[src/rtl/csr_rmw_pkg.sv]
// Shared types and register-map helpers for the read-modify-write unit.
// Assumes a 12-bit register address space.
package csr_rmw_pkg;
    typedef enum logic [1:0] {
        OP_NONE = 2'b00,
        OP_RW   = 2'b01,
        OP_SET  = 2'b10,
        OP_CLR  = 2'b11
    } csr_op_e;

    localparam int CSR_AW    = 12;
    localparam int CSR_COUNT = 4;

    // Address of register slot idx in the local file.
    function automatic logic [CSR_AW-1:0] csr_addr_of(input int idx);
        case (idx)
            0:       return 12'h041;
            1:       return 12'h142;
            2:       return 12'h343;
            default: return 12'hC44;
        endcase
    endfunction

    // Read-only attribute carried by address bits [11:10].
    function automatic logic csr_is_ro(input logic [CSR_AW-1:0] a);
        return a[11:10] == 2'b11;
    endfunction
endpackage

[src/rtl/csr_op_decode.sv]
// Maps an operation code onto the value/mask pair of the shared masked write.
// Assumes src_nz reflects the instruction's source register field.
module csr_op_decode
    import csr_rmw_pkg::*;
#(
    parameter int XLEN = 32
) (
    input  logic [1:0]      op,
    input  logic [XLEN-1:0] src,
    input  logic            src_nz,
    output logic [XLEN-1:0] value,
    output logic [XLEN-1:0] mask,
    output logic            op_ok
);
    localparam logic [XLEN-1:0] ONES = '1;

    // Select value and mask for the requested operation.
    always_comb begin
        value = '0;
        mask  = '0;
        op_ok = 1'b1;
        case (csr_op_e'(op))
            OP_RW: begin
                value = src;
                mask  = ONES;
            end
            OP_SET: begin
                value = ONES;
                mask  = src_nz ? src : '0;
            end
            OP_CLR: begin
                value = '0;
                mask  = src_nz ? src : '0;
            end
            default: op_ok = 1'b0;
        endcase
    end
endmodule

[src/rtl/csr_access_check.sv]
// Decides whether an access is legal: known op, known address, enough
// privilege, and no non-zero-mask write to a read-only register.
module csr_access_check
    import csr_rmw_pkg::*;
(
    input  logic              op_ok,
    input  logic              addr_hit,
    input  logic [CSR_AW-1:0] addr,
    input  logic [1:0]        priv,
    input  logic              mask_nz,
    output logic              illegal
);
    // Combine the four rejection causes.
    always_comb begin
        illegal = !op_ok || !addr_hit || (priv < addr[9:8])
                  || (mask_nz && csr_is_ro(addr));
    end
endmodule

[src/rtl/csr_regfile.sv]
// Small register file of CSR_COUNT slots addressed by full 12-bit compare.
// Read-only slots hold RO_VALUE; writable slots reset to zero.
// Assumes write enable is only raised for legal, writable accesses.
module csr_regfile
    import csr_rmw_pkg::*;
#(
    parameter int              XLEN     = 32,
    parameter logic [XLEN-1:0] RO_VALUE = 32'h5A5A_0C3C
) (
    input  logic              clk,
    input  logic              rst_n,
    input  logic [CSR_AW-1:0] addr,
    input  logic              we,
    input  logic [XLEN-1:0]   wdata,
    output logic [XLEN-1:0]   rdata,
    output logic              hit
);
    logic [CSR_COUNT-1:0]           hit_vec;
    logic [CSR_COUNT-1:0][XLEN-1:0] slot_q;

    for (genvar i = 0; i < CSR_COUNT; i++) begin : g_slot
        localparam logic [CSR_AW-1:0] SLOT_ADDR = csr_addr_of(i);
        assign hit_vec[i] = (addr == SLOT_ADDR);
        if (csr_is_ro(SLOT_ADDR)) begin : g_ro
            assign slot_q[i] = RO_VALUE;
        end else begin : g_rw
            logic [XLEN-1:0] q;
            // Hold or update one writable slot.
            always_ff @(posedge clk) begin
                if (!rst_n)                 q <= '0;
                else if (we && hit_vec[i])  q <= wdata;
            end
            assign slot_q[i] = q;
        end
    end

    // One-hot read mux built as an OR of selected slots.
    always_comb begin
        rdata = '0;
        for (int i = 0; i < CSR_COUNT; i++)
            if (hit_vec[i]) rdata = rdata | slot_q[i];
    end

    assign hit = |hit_vec;
endmodule

[src/rtl/csr_rmw_unit.sv]
// Top of the read-modify-write unit: decode, legality, masked update and
// registered response one cycle after the request strobe.
module csr_rmw_unit
    import csr_rmw_pkg::*;
#(
    parameter int              XLEN     = 32,
    parameter logic [XLEN-1:0] RO_VALUE = 32'h5A5A_0C3C
) (
    input  logic            clk,
    input  logic            rst_n,
    input  logic            req_valid,
    input  logic [1:0]      req_op,
    input  logic [11:0]     req_addr,
    input  logic [XLEN-1:0] req_src,
    input  logic            req_src_nz,
    input  logic [1:0]      cur_priv,
    output logic            rsp_valid,
    output logic            rsp_illegal,
    output logic [XLEN-1:0] rsp_rdata
);
    logic [XLEN-1:0] value, mask, old_val, new_val;
    logic            op_ok, hit, illegal, we;

    csr_op_decode #(.XLEN(XLEN)) u_dec (
        .op(req_op), .src(req_src), .src_nz(req_src_nz),
        .value(value), .mask(mask), .op_ok(op_ok)
    );

    csr_access_check u_chk (
        .op_ok(op_ok), .addr_hit(hit), .addr(req_addr), .priv(cur_priv),
        .mask_nz(|mask), .illegal(illegal)
    );

    // Shared masked update for all three operations.
    always_comb new_val = (old_val & ~mask) | (value & mask);

    assign we = req_valid && !illegal && (|mask);

    csr_regfile #(.XLEN(XLEN), .RO_VALUE(RO_VALUE)) u_rf (
        .clk(clk), .rst_n(rst_n), .addr(req_addr), .we(we),
        .wdata(new_val), .rdata(old_val), .hit(hit)
    );

    // Register the response one cycle after the request.
    always_ff @(posedge clk) begin
        if (!rst_n) begin
            rsp_valid   <= 1'b0;
            rsp_illegal <= 1'b0;
            rsp_rdata   <= '0;
        end else begin
            rsp_valid   <= req_valid;
            rsp_illegal <= req_valid && illegal;
            rsp_rdata   <= (req_valid && !illegal) ? old_val : '0;
        end
    end
endmodule

[config.mk]
export PLATFORM = sky130hd
export DESIGN_NAME = csr_rmw_unit
export DESIGN_NICKNAME = d
export VERILOG_FILES = /design/src/rtl/csr_rmw_pkg.sv /design/src/rtl/csr_op_decode.sv /design/src/rtl/csr_access_check.sv /design/src/rtl/csr_regfile.sv /design/src/rtl/csr_rmw_unit.sv
export SDC_FILE = /design/constraint.sdc
export NUM_CORES = 1
export LEC_CHECK = 0
export ABC_AREA = 1
export BUFFER_PORTS_ARGS = -buffer_cell sky130_fd_sc_hd__buf_2
export CAP_MARGIN = 20
export CORE_MARGIN = 2
export CORE_UTILIZATION = 60
export CTS_BUF_LIST = sky130_fd_sc_hd__clkbuf_8
export CTS_CLUSTER_DIAMETER = 40
export DETAILED_ROUTE_END_ITERATION = 10
export PLACE_DENSITY = 0.79
export SLEW_MARGIN = 20
export SYNTH_ARGS = -nofsm -noshare
export SYNTH_HDL_FRONTEND = slang
export SYNTH_SLANG_ARGS = --single-unit
[constraint.sdc]
create_clock -name clk -period 3 [get_ports clk]
set_clock_uncertainty 0.2 [all_clocks]
set_input_delay 0.9 -clock clk [delete_from_list [all_inputs] [get_ports clk]]
set_output_delay 0.9 -clock clk [all_outputs]
set_load 0.03 [all_outputs]
==> results.ini <==
[hold_path]
worstHoldPathType=flip-flop to flip-flop
hp-start=u_rf.g_slot[1].g_rw.q[28]$_SDFFE_PN0P_

[placement]
place_area_um2=7720
routabilityCongestion=0.923
dp.final_hpwl_um=13900
post-place-cells=1265
port_buffers=85

[setup_path]
cp_num_buf_inv=4
critical_path.top_delay_family=simple AND/OR/NAND/NOR gates
crit_path_start=req_op[1]
max_stage_delay_ps=190
cp-end-kind=flip-flop
worstPathCellList=buf_2 > buf_4 > nand3_1 > nand2_1 > nor2_1 > nand2_1 > nor2_1 > nand3_2 > a21oi_4 > buf_12 > buf_12 > nand4_1 > nand2_1 > nor2_1
crit_path_start_kind=input port
worstReg2RegStart=u_rf.g_slot[0].g_rw.q[22]$_SDFFE_PN0P_
worst-setup-path-type=input port to flip-flop
cp.required_ps=3150
cpMaxStageDelayCell=a21oi_4
critPathArrivalTime_ps=2660
critPathMaxFanout=30

[global_route]
grt_start_max_net_pins=97
grt_pass1_vias=6964
overflow=0
grt_pass1_wl_um=35400
grtUsageTotal_pct=35.6
antenna_found_initial=0

[clocking]
insertion_delay_ps=460
cts_setup_buffers=0
cts-resized-gates=0
hold_buffers=0
cts-htree-levels=4
cts_sinks=130
cts.clk_slew.worst_paths_ps=70
clockRootBuffer=clkbuf_8
clock_path_buffers=2
cts_buffers=17
cts_tree=done

[routing]
avgRoutedWirePerCell_um=17.4
ant_nets=0
via_count=7823
viasPerCell=6.05
drc=0
first_pass_iters=6
first_iter_violations=1056
drt_wl_total_um=22500

[logic_synthesis]
synth_top_family_by_area=simple AND/OR/NAND/NOR gates
postSynthRegisterBits=130
yosys_warnings=0
synthSimpleGateAreaFrac_pct=45.9
syn_avg_cell_area_um2=6.44
synth_cell_types=29
synth_compound_area_share_pct=7.20
syn_inst=1083
synth_fp_nets=1139
synth-xor-area-share_pct=0
syn_area_um2=6970
synth_seq_area_share_pct=37.3
synthAdderAreaFrac_pct=0.718
muxShareOfSynthArea_pct=0

[sta]
rsz0062_at_grt=no
slew_headroom_pct=68.3
tightest_slew_ps=474
setup_viol=0
hold_viol_final=0
max_freq_ghz=0.398
holdWs_ps=285
drv_slew=0
period_needed_ps=2510
min_period_over_period_pct=83.6
setup_tns_ps=0

[layout]
design_area_um2=8090
diodes=0
syn_to_final_growth_pct=16.0
final_nets=1197
fillers=980
drive_above_1_share_pct=14.7
final_cells=1293

[die]
dieArea_um2=12500
rows=39
die_height_um=112
die_x_um=112
start_util_pct=61.3
io_pins=86
coreArea_um2=11400

[status]
status=complete, no violations

[pwr]
p_total_uw=3540
peakVddDrop_uv=264
power_density_nw_per_um2=438
power.leakage_uw=0.00358

[flow_run]
maxCapViolCount=0

[cell type report]
class / count / area, um2 / share of cell area (%)
Clock buffer: 20 / 275 / 3.40
Clock inverter: 8 / 91.3 / 1.13
Inverter: 51 / 191 / 2.37
Multi-Input combinational cell: 815 / 3760 / 46.6
Sequential cell: 130 / 2600 / 32.2
Tap cell: 143 / 179 / 2.21
Timing Repair Buffer: 126 / 983 / 12.2
[report_power, final]
group	leakage, uW	switching, uW	internal [uW]
Combinational	0.00234	250	122
Sequential	0.00105	0.268	1730
Clock	0.000192	670	774
Total	0.00358	920	2620
[cell families after synthesis]
kind of cell,after synthesis
AOI/OAI and AO/OA,93
DFF,130
adders and majority gates,4
and+or+nand+nor,718
buffers and inverters,138
[metrics by stage]
| stage | setup slack, ps | util [%] |
|---|---|---|
| after floorplan | 408 | - |
| after global placement | 121 | 67.9 |
| after detailed placement | 77.1 | 67.9 |
| after CTS | 503 | 71.1 |
| after global routing | 330 | 71.1 |
| final | 491 | 71.1 |
[final timing paths]
kind / to / cells past startpoint / slack [ps]
setup / recovery: u_rf.g_slot[2].g_rw.q[10]$_SDFFE_PN0P_ / 14 / 490
hold / removal: u_rf.g_slot[1].g_rw.q[28]$_SDFFE_PN0P_ / 2 / 290
setup reg to reg: u_rf.g_slot[1].g_rw.q[22]$_SDFFE_PN0P_ / 8 / 1190
hold reg to reg: u_rf.g_slot[1].g_rw.q[28]$_SDFFE_PN0P_ / 2 / 290
[worst register-to-register path, stage by stage (launching register included)]
cell and delay, ps:
dfxtp_1 320, nand3_1 80, nand2_1 50, nor2_1 320
nor2_1 80, nor2_1 380, nand4_1 150, nand2_1 90
nor2_1 40
[flip-flops by register name (all words and copies together), names as in the netlist]
register and flops:
rsp_illegal 1, rsp_rdata 32, rsp_valid 1, u_rf.g_slot.g_rw.q 96
[routing by layer]
layer	part of all wire (%)	up-vias	global-route usage, %
met5	0	-	0
met4	2.5	0	13.8
met3	14	67	10.2
met2	43	529	51.6
met1	41	3515	50.0
li1	-	3712	-
[synthesized netlist by cell type]
library cell  count  area (um2)
nand4_1          96         601
dfxtp_1         130        2600
and2_1            2        12.5
buf_4             5        37.5
nor3b_1          13        97.6
nor2_1          272        1020
buf_1            17        63.8
a21oi_4           1        16.3
nand2_1         189         709
nand3b_1          1        7.51
ha_1              4        50.1
nand3_2           1        10.0
nor2_2            5        31.3
clkinv_1          1        3.75
o21ai_1           1        5.00
clkbuf_1         33         124
buf_6             6        67.6
nor2_4            1        11.3
a31oi_1          18         113
a21oi_1          57         285
buf_2            26         130
nand3_1         116         581
nand4_2           1        12.5
o21ai_0          15        75.1
nand2_2           2        12.5
inv_1            46         173
inv_2             4        15.0
o21a_1            1        7.51
nor3_1           19        95.1
[placed cells by master, fill, tap and decap left out, drive strengths merged]
master / count
and2: 2
dfxtp: 130
nor3b: 13
nand4: 97
clkbuf: 20
o21ai: 16
ha: 4
a31oi: 18
nor2: 278
nand2: 191
clkinv: 2
clkinvlp: 2
nor3: 19
buf: 126
nand3: 117
nand3b: 1
bufinv: 2
a21oi: 58
inv: 53
o21a: 1
Power figures use the tool's default switching activity.
